File: config.mk
export PLATFORM = sky130hd
export DESIGN_NAME = regbus_bridge
export DESIGN_NICKNAME = d
export VERILOG_FILES = /design/src/rtl/regbus_pkg.sv /design/src/rtl/regbus_icept.sv /design/src/rtl/regbus_dp.sv /design/src/rtl/regbus_ctl.sv /design/src/rtl/regbus_bridge.sv
export SDC_FILE = /design/constraint.sdc
export NUM_CORES = 1
export LEC_CHECK = 0
export ABC_AREA = 1
export BUFFER_PORTS_ARGS = -buffer_cell sky130_fd_sc_hd__buf_2
export CAP_MARGIN = 10
export CELL_PAD_IN_SITES_DETAIL_PLACEMENT = 0
export CELL_PAD_IN_SITES_GLOBAL_PLACEMENT = 1
export CORE_MARGIN = 8
export CORE_UTILIZATION = 33
export DETAILED_ROUTE_END_ITERATION = 16
export PLACE_DENSITY_LB_ADDON = 0.1
export SYNTH_ARGS = -nofsm -noshare
export SYNTH_HDL_FRONTEND = slang
export SYNTH_SLANG_ARGS = --single-unit
export TNS_END_PERCENT = 50
File: constraint.sdc
create_clock -name clk -period 3.01 [get_ports clk]
set_input_delay 0.4515 -clock clk [delete_from_list [all_inputs] [get_ports clk]]
set_output_delay 0.4515 -clock clk [all_outputs]
set_load 0.05 [all_outputs]
File: src/rtl/regbus_pkg.sv
package regbus_pkg;

  // Strobes from control to datapath
  typedef struct packed {
    logic capture;      // latch host access
    logic finishLocal;  // complete from intercept table
    logic finishFwd;    // complete from downstream response
  } ctlStrb_t;

  typedef enum logic [2:0] {
    ST_IDLE,
    ST_LOOK,
    ST_REQ,
    ST_RSP,
    ST_ACK
  } ctlState_t;

endpackage

File: src/rtl/regbus_icept.sv
module regbus_icept #(
  parameter int IDX_W = 29
) (
  input  logic [IDX_W-1:0] idx,
  output logic             chipIdHit,
  output logic             zeroReadHit,
  output logic             dropWriteHit
);

  localparam logic [IDX_W-1:0] IX_CHIPID   = IDX_W'(32'h000F_000F);
  localparam logic [IDX_W-1:0] IX_FLT_LO   = IDX_W'(32'h0101_0C00);
  localparam logic [IDX_W-1:0] IX_FLT_MSK  = IDX_W'(32'h0101_0C03);
  localparam logic [IDX_W-1:0] IX_FLT_HI   = IDX_W'(32'h0101_0C05);
  localparam logic [IDX_W-1:0] IX_ADA      = IDX_W'(32'h0202_0007);
  localparam logic [IDX_W-1:0] IX_ADB      = IDX_W'(32'h0202_0009);
  localparam logic [IDX_W-1:0] IX_ADC      = IDX_W'(32'h0202_000F);
  localparam logic [IDX_W-1:0] IX_WIN_LO   = IDX_W'(32'h0201_3F00);
  localparam logic [IDX_W-1:0] IX_WIN_HI   = IDX_W'(32'h0201_3F07);
  localparam logic [IDX_W-1:0] IX_CPA      = IDX_W'(32'h0201_3028);
  localparam logic [IDX_W-1:0] IX_CPB      = IDX_W'(32'h0201_302A);
  localparam logic [IDX_W-1:0] IX_CPC      = IDX_W'(32'h0201_3801);
  localparam logic [IDX_W-1:0] IX_CPD      = IDX_W'(32'h0201_3802);

  logic adHit;

  always_comb begin
    adHit        = (idx == IX_ADA) || (idx == IX_ADB) || (idx == IX_ADC);
    chipIdHit    = (idx == IX_CHIPID);
    zeroReadHit  = adHit
                 || (idx == IX_FLT_LO) || (idx == IX_FLT_MSK)
                 || ((idx >= IX_WIN_LO) && (idx <= IX_WIN_HI))
                 || (idx == IX_CPA) || (idx == IX_CPB)
                 || (idx == IX_CPC) || (idx == IX_CPD);
    dropWriteHit = adHit || chipIdHit
                 || ((idx >= IX_FLT_LO) && (idx <= IX_FLT_HI));
  end

endmodule

File: src/rtl/regbus_dp.sv
module regbus_dp
  import regbus_pkg::*;
#(
  parameter int          ADDR_W   = 64,
  parameter int          WIN_BITS = 32,
  parameter int          DATA_W   = 64,
  parameter logic [63:0] CHIP_ID  = 64'h0000_0000_120D_3049
) (
  input  logic                clk,
  input  logic                rstN,
  input  ctlStrb_t            strb,
  input  logic                modeSel,
  input  logic                hostWrite,
  input  logic [ADDR_W-1:0]   hostAddr,
  input  logic [DATA_W-1:0]   hostWdata,
  input  logic                dnRspErr,
  input  logic [DATA_W-1:0]   dnRspData,
  input  logic [1:0]          statClr,
  output logic                localHit,
  output logic                dnWrite,
  output logic [WIN_BITS-1:0] dnAddr,
  output logic [DATA_W-1:0]   dnWdata,
  output logic [DATA_W-1:0]   hostRdata,
  output logic                statDone,
  output logic                statFail
);

  localparam int IDX_W  = WIN_BITS - 3;
  localparam int FOLD_W = WIN_BITS - 4;

  logic [WIN_BITS-1:0] winAddr;
  logic [IDX_W-1:0]    foldA;
  logic [IDX_W-1:0]    foldB;
  logic [IDX_W-1:0]    newIdx;
  logic [IDX_W-1:0]    capIdx;
  logic                capWrite;
  logic [DATA_W-1:0]   capWdata;
  logic [DATA_W-1:0]   rdataQ;
  logic                doneQ;
  logic                failQ;
  logic                chipIdHit;
  logic                zeroReadHit;
  logic                dropWriteHit;
  logic [DATA_W-1:0]   localRdata;
  logic                unusedAddr;

  // Window mask and both folding schemes
  always_comb begin
    winAddr    = hostAddr[WIN_BITS-1:0];
    foldA      = winAddr[WIN_BITS-1:3];
    foldB      = IDX_W'({winAddr[WIN_BITS-1:8], winAddr[6:3]});
    newIdx     = modeSel ? foldB : foldA;
    unusedAddr = ^{hostAddr[ADDR_W-1:WIN_BITS], winAddr[2:0], FOLD_W'(0)};
  end

  always_ff @(posedge clk) begin
    if (!rstN) begin
      capIdx   <= '0;
      capWrite <= 1'b0;
      capWdata <= '0;
    end else if (strb.capture) begin
      capIdx   <= newIdx;
      capWrite <= hostWrite;
      capWdata <= hostWdata;
    end
  end

  regbus_icept #(.IDX_W(IDX_W)) uIcept (
    .idx          (capIdx),
    .chipIdHit    (chipIdHit),
    .zeroReadHit  (zeroReadHit),
    .dropWriteHit (dropWriteHit)
  );

  always_comb begin
    localHit   = capWrite ? dropWriteHit : (chipIdHit || zeroReadHit);
    localRdata = chipIdHit ? DATA_W'(CHIP_ID) : '0;
  end

  always_ff @(posedge clk) begin
    if (!rstN) begin
      rdataQ <= '0;
    end else if (strb.finishLocal) begin
      rdataQ <= capWrite ? '0 : localRdata;
    end else if (strb.finishFwd) begin
      rdataQ <= (capWrite || dnRspErr) ? '0 : dnRspData;
    end
  end

  // Sticky status: setting wins over a clear in the same cycle
  always_ff @(posedge clk) begin
    if (!rstN) begin
      doneQ <= 1'b0;
      failQ <= 1'b0;
    end else begin
      doneQ <= (doneQ && !statClr[0]) || strb.finishLocal || strb.finishFwd;
      failQ <= (failQ && !statClr[1]) || (strb.finishFwd && dnRspErr);
    end
  end

  assign dnAddr    = {capIdx, 3'b000};
  assign dnWrite   = capWrite;
  assign dnWdata   = capWdata;
  assign hostRdata = rdataQ;
  assign statDone  = doneQ;
  assign statFail  = failQ;

  a_r9_done_sticky: assert property (@(posedge clk) disable iff (!rstN)
    (doneQ && !statClr[0]) |=> doneQ);

  a_r9_fail_sticky: assert property (@(posedge clk) disable iff (!rstN)
    (failQ && !statClr[1]) |=> failQ);

  a_r8_err_sets_both: assert property (@(posedge clk) disable iff (!rstN)
    (strb.finishFwd && dnRspErr) |=> (failQ && doneQ));

  a_r7_idx_held: assert property (@(posedge clk) disable iff (!rstN)
    !strb.capture |=> $stable(capIdx));

endmodule

File: src/rtl/regbus_ctl.sv
module regbus_ctl
  import regbus_pkg::*;
(
  input  logic     clk,
  input  logic     rstN,
  input  logic     hostReq,
  input  logic     localHit,
  input  logic     dnReqReady,
  input  logic     dnRspValid,
  output ctlStrb_t strb,
  output logic     dnReqValid,
  output logic     hostAck
);

  ctlState_t stateQ;
  ctlState_t stateD;

  always_comb begin
    stateD = stateQ;
    strb   = '0;
    unique case (stateQ)
      ST_IDLE: if (hostReq) begin
        strb.capture = 1'b1;
        stateD       = ST_LOOK;
      end
      ST_LOOK: if (localHit) begin
        strb.finishLocal = 1'b1;
        stateD           = ST_ACK;
      end else begin
        stateD = ST_REQ;
      end
      ST_REQ: if (dnReqReady) stateD = ST_RSP;
      ST_RSP: if (dnRspValid) begin
        strb.finishFwd = 1'b1;
        stateD         = ST_ACK;
      end
      ST_ACK:  stateD = ST_IDLE;
      default: stateD = ST_IDLE;
    endcase
  end

  always_ff @(posedge clk) begin
    if (!rstN) stateQ <= ST_IDLE;
    else       stateQ <= stateD;
  end

  assign dnReqValid = (stateQ == ST_REQ);
  assign hostAck    = (stateQ == ST_ACK);

  a_r5_local_no_req: assert property (@(posedge clk) disable iff (!rstN)
    (stateQ == ST_LOOK && localHit) |=> !dnReqValid);

  a_r7_valid_hold: assert property (@(posedge clk) disable iff (!rstN)
    (dnReqValid && !dnReqReady) |=> dnReqValid);

  a_r11_ack_pulse: assert property (@(posedge clk) disable iff (!rstN)
    hostAck |=> !hostAck);

  a_r7_single_req: assert property (@(posedge clk) disable iff (!rstN)
    (dnReqValid && dnReqReady) |=> !dnReqValid);

endmodule

File: src/rtl/regbus_bridge.sv
module regbus_bridge
  import regbus_pkg::*;
#(
  parameter int          ADDR_W   = 64,
  parameter int          WIN_BITS = 32,
  parameter int          DATA_W   = 64,
  parameter logic [63:0] CHIP_ID  = 64'h0000_0000_120D_3049
) (
  input  logic                clk,
  input  logic                rstN,
  input  logic                modeSel,
  input  logic                hostReq,
  input  logic                hostWrite,
  input  logic [ADDR_W-1:0]   hostAddr,
  input  logic [DATA_W-1:0]   hostWdata,
  output logic                hostAck,
  output logic [DATA_W-1:0]   hostRdata,
  output logic                dnReqValid,
  input  logic                dnReqReady,
  output logic                dnWrite,
  output logic [WIN_BITS-1:0] dnAddr,
  output logic [DATA_W-1:0]   dnWdata,
  input  logic                dnRspValid,
  input  logic                dnRspErr,
  input  logic [DATA_W-1:0]   dnRspData,
  input  logic [1:0]          statClr,
  output logic                statDone,
  output logic                statFail
);

  ctlStrb_t strb;
  logic     localHit;

  regbus_ctl uCtl (
    .clk        (clk),
    .rstN       (rstN),
    .hostReq    (hostReq),
    .localHit   (localHit),
    .dnReqReady (dnReqReady),
    .dnRspValid (dnRspValid),
    .strb       (strb),
    .dnReqValid (dnReqValid),
    .hostAck    (hostAck)
  );

  regbus_dp #(
    .ADDR_W   (ADDR_W),
    .WIN_BITS (WIN_BITS),
    .DATA_W   (DATA_W),
    .CHIP_ID  (CHIP_ID)
  ) uDp (
    .clk       (clk),
    .rstN      (rstN),
    .strb      (strb),
    .modeSel   (modeSel),
    .hostWrite (hostWrite),
    .hostAddr  (hostAddr),
    .hostWdata (hostWdata),
    .dnRspErr  (dnRspErr),
    .dnRspData (dnRspData),
    .statClr   (statClr),
    .localHit  (localHit),
    .dnWrite   (dnWrite),
    .dnAddr    (dnAddr),
    .dnWdata   (dnWdata),
    .hostRdata (hostRdata),
    .statDone  (statDone),
    .statFail  (statFail)
  );

endmodule

==> results.ini, run 1 <==
[cts]
cts_made_buffers=17
root_buffer=clkbuf_16
cts_tree=yes
clk_pin_slew_ps=70
clockBufferDepth=2
clock_latency_ps=430
cts_resized=0
holdBufCountCts=0
htreeDepth=4
clock-sinks=163
postCtsSetupRepairBufs=0

[die]
start_util=0.332
dieWidth_um=163
coreArea_um2=21600
ios=367
die_h_um=163
num_rows=54
die_area_um2=26700

[placement]
pre_cts_ws_ps=679
port_buffers=328
dp_hpwl_um=18400
finalWeightedCongestion=0.813

[yosys]
ys_ff_latch=163
yosysSeqAreaShare=0.456
synth.most_common_cell=nand2_1
synthDistinctLibCells=30
ys_async_sr_fraction=0
synth_edf_count=0
synthTopCellsByCount=nand2_1 (199), inv_1 (179), dfxtp_1 (163), a21oi_1 (103), o21ai_0 (91)
yosys_warnings=0
syn_area_um2=7160
synth_top_area_cell=dfxtp_1
avgSynthCellArea_um2=7.16
synth_area_leaders=dfxtp_1 (46%), nand2_1 (10%), inv_1 (9.4%)
yosys_most_used_dff=dfxtp_1
synthCells=1000
synth_top_area_frac=0.456

[routing]
drt-initial-drc-count=339
wl_per_cell_um=15.5
drt.antenna.violating_nets=0
drt-vias-per-instance=4.40
num_vias=7012
drt-total-wl_um=24600
dr.pass1.iters=4
post-route-drc-count=0

[worst_setup_path]
crit_fanout=54
cpPeakStageDelay_ps=450
crit_top_cell=nand2_1
cp.arrival_ps=2680
startpoint_type=flop
crit_type=flop to flop
path_cells=nor2_2 -> nand2_1 -> nor2_2 -> inv_1 -> a21oi_2 -> o21ai_1 -> nand2_1 -> nand2_2 -> nand3_4 -> nand2_2 -> inv_4 -> nand2_1 -> inv_1
slowest_stage=inv_4
cp-end-kind=flop
cp.required_ps=3380

[timing]
hold_viol=0
layout_min_cycle_time_ps=2310
finalSetupViolCount=0
drv_slew=0
rsz0062_at_grt=no
period_share=0.766
worst_pin_slew_ps=744
fin_skew_ps=15.5
fmax_mhz=433
relSlewSlack=0.504
setup_slack_ps=703
final.setup.tns_ps=0

[final_layout]
drive_above_1_share=0.298
nets=1499
fill_cells=2330
area_growth_pct=34.0

[grt]
grt_pass1_wl_um=37400
antenna_found_initial=12
first_global_vias=6818
grt-ovfl-total=0
groute.usage.overall=0.180
grt_max_degree=189

[job]
maxCapViolations=0

[power]
leakage_uw=0.00530
ir_worst_vdd_mv=0.433
power_density_nw_per_um2=912

[min_path]
hp-class=input pin to flop

[run_status]
status=finished clean

per-layer routing:
layer / global-route usage / part of all wire / vias up
li1: - / - / 3739
met1: 0.196 / 0.40 / 3026
met2: 0.298 / 0.48 / 201
met3: 0.0948 / 0.10 / 32
met4: 0.0550 / 0.012 / 14
met5: 0 / 0.0033 / -
registers in the layout (all words and copies together) (netlist names):
register       count
uDp.statDone       1
uDp.hostRdata     64
uDp.capIdx        29
uDp.dnWdata       64
uCtl.stateQ        3
uDp.statFail       1
uDp.dnWrite        1
final timing paths:
check,start,to,slack (ps),cells after the start
setup reg to reg,uDp.capIdx[27],uDp.hostRdata[15],700,13
hold / removal,statClr[1],uDp.statFail,270,4
hold reg to reg,uDp.dnWdata[28],uDp.dnWdata[28],440,2
setup / recovery,uDp.capIdx[27],uDp.hostRdata[15],700,13
critical path, delay by kind of cell (launching register included):
| family | cells | cell delay [ps] |
|---|---|---|
| AO/OA/AOI/OAI | 2 | 190 |
| buffers and inverters | 3 | 620 |
| flip-flops | 1 | 320 |
| AND/OR/NAND/NOR | 8 | 1070 |
kinds of logic after synthesis:
family,count (synthesis),share of synthesized area
other cells,1,0.000524
buf+inv,240,0.136
compound gates,253,0.207
flops,163,0.456
simple gates,343,0.201
through the flow:
step | utilization | instance area (um^2) | hold WS (ps) | std cells | power, uW
6_report | 0.445 | 9600 | 273 | 1595 | 8750
5_1_grt | 0.445 | 9600 | 275 | 1595 | 9280
4_1_cts | 0.445 | 9580 | 257 | 1590 | 8870
3_5_place_dp | 0.416 | 8970 | 431 | 1558 | 6540
3_3_place_gp | 0.416 | 8970 | 427 | 1558 | 6530
2_1_floorplan | - | 7170 | 522 | 1002 | 5620
power by group:
group | internal [uW] | switching, uW
Sequential | 2580 | 277
Combinational | 833 | 2760
Clock | 1270 | 1030
Total | 4680 | 4070
placed cells by master, fill, tap and decap left out, drive strengths merged, types with 2 or more instances in the layout:
cell and n:
nor2 91, a22o 54, clkbuf 18, dfxtp 163, clkinv 2, nor3 7
o21ai 92, clkinvlp 2, diode 5, bufinv 2, buf 334, nand3 21
a211oi 2, a21oi 104, nand4 6, nand3b 8, inv 190, nand2 209
conb 3
layout make-up:
class / count / area, um^2 / area share
multi-input combinational: 599 / 2950 / 0.307
clock buffer: 18 / 429 / 0.0447
clock inverter: 14 / 185 / 0.0193
inverter: 182 / 686 / 0.0714
tap: 280 / 350 / 0.0365
antenna: 5 / 12.5 / 0.00130
sequential: 163 / 3260 / 0.340
timing repair buffer: 334 / 1720 / 0.180
No activity file was read; power rests on OpenSTA's default activity.
==> inputs of run 2 (changes only) <==
--- a/config.mk
+++ b/config.mk
@@ -5,13 +5,13 @@
 export SDC_FILE = /design/constraint.sdc
 export NUM_CORES = 1
 export LEC_CHECK = 0
-export ABC_AREA = 1
+export ABC_AREA = 0
 export BUFFER_PORTS_ARGS = -buffer_cell sky130_fd_sc_hd__buf_2
 export CAP_MARGIN = 10
 export CELL_PAD_IN_SITES_DETAIL_PLACEMENT = 0
 export CELL_PAD_IN_SITES_GLOBAL_PLACEMENT = 1
 export CORE_MARGIN = 8
-export CORE_UTILIZATION = 33
+export CORE_UTILIZATION = 31
 export DETAILED_ROUTE_END_ITERATION = 16
 export PLACE_DENSITY_LB_ADDON = 0.1
 export SYNTH_ARGS = -nofsm -noshare
==> constraint.sdc (replaced) <==
create_clock -name clk -period 2.14 [get_ports clk]
set_input_delay 0.321 -clock clk [delete_from_list [all_inputs] [get_ports clk]]
set_output_delay 0.321 -clock clk [all_outputs]
set_load 0.05 [all_outputs]
==> results.ini, run 2 <==
[routing]
drt-initial-drc-count=342  ; +0.88%
drt-total-wl_um=24200  ; -1.9%
dr.pass1.iters=4  ; unchanged
num_vias=6589  ; -6.0%
wl_per_cell_um=17.2  ; +11%
drt-vias-per-instance=4.69  ; +6.7%
drt.antenna.violating_nets=0  ; unchanged
post-route-drc-count=0  ; unchanged

[final_layout]
nets=1317  ; -12%
final_cell_mix=buf_2 (328), nand2_1 (229), dfxtp_1 (136), a21boi_0 (71), nand3_1 (60)
drive_above_1_share=0.404  ; +0.106
final_common_cell=buf_2
area_growth_pct=43.8
final_util=0.456  ; +0.0105

[run_status]
violations=negative setup slack
status=complete, but fails checks

[yosys]
yosysSeqAreaShare=0.488  ; +0.0325
avgSynthCellArea_um2=8.47  ; +18%
synthTopCellsByCount=nand2_1 (229), dfxtp_1 (163), a21boi_0 (74), nand3_1 (63), a21oi_1 (56)
synth_top_area_cell=dfxtp_1
synth_area_leaders=dfxtp_1 (49%), nand2_1 (13%), a21boi_0 (8.3%)
yosys_warnings=0  ; unchanged
yosys_most_used_dff=dfxtp_1
syn_area_um2=6690  ; -6.7%
synthDistinctLibCells=45  ; +50%
synth.most_common_cell=nand2_1
synth_edf_count=0  ; unchanged
ys_ff_latch=163  ; unchanged
ys_async_sr_fraction=0  ; unchanged
synthCells=789  ; -21%
synth_top_area_frac=0.488  ; +0.0325

[worst_setup_path]
crit_fanout=5  ; -91%
ff2ff_setup_slack_ps=-80  ; -780 ps
slowest_stage=nor4_4
startpoint_type=flop
crit_type=flop to flop
cp_top_family=compound AO/OA/AOI/OAI gates
r2r_cells=9  ; -4
r2r-start=uDp.capIdx[23]
crit_buf_inv=1  ; -2
path_cells=nor4_4 -> nand4_1 -> a211oi_2 -> o211ai_1 -> a21oi_2 -> buf_6 -> o21ai_4 -> a221o_1 -> o211a_1
cp.required_ps=2450  ; -930 ps
cp.arrival_ps=2530  ; -150 ps
cp-end-kind=flop
cpPeakStageDelay_ps=380  ; -70 ps
r2r-end=uDp.hostRdata[13]
crit_cells=9  ; -4

[power]
p_total_uw=8990  ; +2.8%
power_density_nw_per_um2=936  ; +2.7%
leakage_uw=0.00463  ; -13%
ir_worst_vdd_mv=0.498  ; +15%

[timing]
rsz0062_at_grt=yes
relSlewSlack=0.577  ; +0.0731
drv_slew=0  ; unchanged
hold_viol=0  ; unchanged
setup_slack_ps=-79.1  ; -782 ps
worst_pin_slew_ps=634  ; -110 ps
finalSetupViolCount=40  ; +40
fin_skew_ps=13.7  ; -1.83 ps
period_share=1.04  ; +0.271
fmax_mhz=451  ; +4.0%
layout_min_cycle_time_ps=2220  ; -88.0 ps

[min_path]
hold_depth=3  ; -1
hp-class=input pin to flop
hold_path_startpoint=hostWdata[14]
whs_endpoint=uDp.dnWdata[14]

[cts]
root_buffer=clkbuf_16
clock_latency_ps=420  ; about the same
clock-sinks=163  ; unchanged
clockBufferDepth=2  ; unchanged
holdBufCountCts=0  ; unchanged
cts_tree=yes
htreeDepth=4  ; unchanged
clk_pin_slew_ps=70  ; about the same
cts_made_buffers=17  ; unchanged

[die]
ios=367  ; unchanged
die_area_um2=26500  ; -0.57%
die_h_um=163  ; -0.29%
num_rows=53  ; -1.9%
start_util=0.317  ; -0.0153
dieWidth_um=163  ; -0.29%
coreArea_um2=21100  ; -2.2%

[grt]
grt_pass1_wl_um=36900  ; -1.3%
antenna_found_initial=5  ; -7
groute.usage.overall=0.175  ; -0.00498
grt-ovfl-total=0  ; unchanged
first_global_vias=6466  ; -5.2%
grt_max_degree=73  ; -61%

[placement]
dp_hpwl_um=17400  ; -5.1%
finalWeightedCongestion=0.752  ; -7.5%
port_buffers=328  ; unchanged

[job]
maxCapViolations=0  ; unchanged

-- run 2: cell types whose count changed after synthesis, sizes merged, moves of 42 or more --
cell,before,now
a21oi,104,57
nand3,21,63
inv,182,2
a21boi,0,75
nor2,91,6
o21ai,92,5
a22o,54,0
-- run 2: repair_timing --
item,CTS,global route
endpoints found under the hold margin,0,0
setup buffers,3,0
gates cloned,1,0
setup endpoints to repair,65,67
pin swaps,13,4
gates resized for setup,7,16
-- run 2: through the flow --
stage	instances	area (um^2)	TNS, ps	hold slack, ps	setup WS [ps]
floorplan	791	6770	0	455	5.43
global placement	1367	8900	-4780	436	-148
detailed placement	1367	8900	-7250	442	-177
CTS	1402	9540	-4510	122	-95.6
global route	1404	9610	-8560	130	-193
finish	1405	9610	-1340	145	-79.1
-- run 2: layout make-up --
class	instances	area [um^2]
Timing Repair Buffer	373	2100
Antenna cell	3	7.51
Clock inverter	13	150
Clock buffer	18	429
Inverter	2	7.51
Multi-Input combinational cell	558	3260
Fill cell	2205	11500
Tap cell	275	344
Sequential cell	163	3310
-- run 2: kinds of logic (layout without fill, tap and decap cells) --
| logic type | after synthesis | after routing | share of synthesized area |
|---|---|---|---|
| AND/OR/NAND/NOR | 339 | 339 | 0.224 |
| AO/OA/AOI/OAI | 191 | 192 | 0.207 |
| flip-flops | 163 | 163 | 0.488 |
| other | 1 | 6 | 0.000561 |
| multiplexers | 24 | 24 | 0.0359 |
| buffers and inverters | 71 | 406 | 0.0436 |
-- run 2: worst max-delay path by stage --
stage / to / slack [ps] / from
2_1_floorplan: uDp.hostRdata[13] / 5 / uDp.capIdx[11]
3_3_place_gp: uDp.hostRdata[19] / -150 / uDp.capIdx[23]
3_5_place_dp: uDp.hostRdata[28] / -180 / uDp.capIdx[23]
4_1_cts: uDp.hostRdata[6] / -100 / uDp.capIdx[21]
5_1_grt: uDp.hostRdata[25] / -190 / uDp.capIdx[23]
6_report: uDp.hostRdata[13] / -80 / uDp.capIdx[23]
-- run 2: routing by layer --
layer	routed length (um)	track usage	up-vias
li1	-	-	3369
met1	10300	0.212	2981
met2	11300	0.280	205
met3	2230	0.0700	28
met4	352	0.0525	6
met5	26	0	-
-- run 2: report_power, final --
part	switching [uW]	internal [uW]
registers	206	3300
clock network	1320	1740
logic	1690	735
-- run 2: worst reg2reg max path, stage by stage, from the launching register on --
cell      delay [ps]
dfxtp_4          350
nor4_4           380
nand4_1          160
a211oi_2         200
o211ai_1         150
a21oi_2          190
buf_6            140
o21ai_4           90
a221o_1          350
o211a_1          120
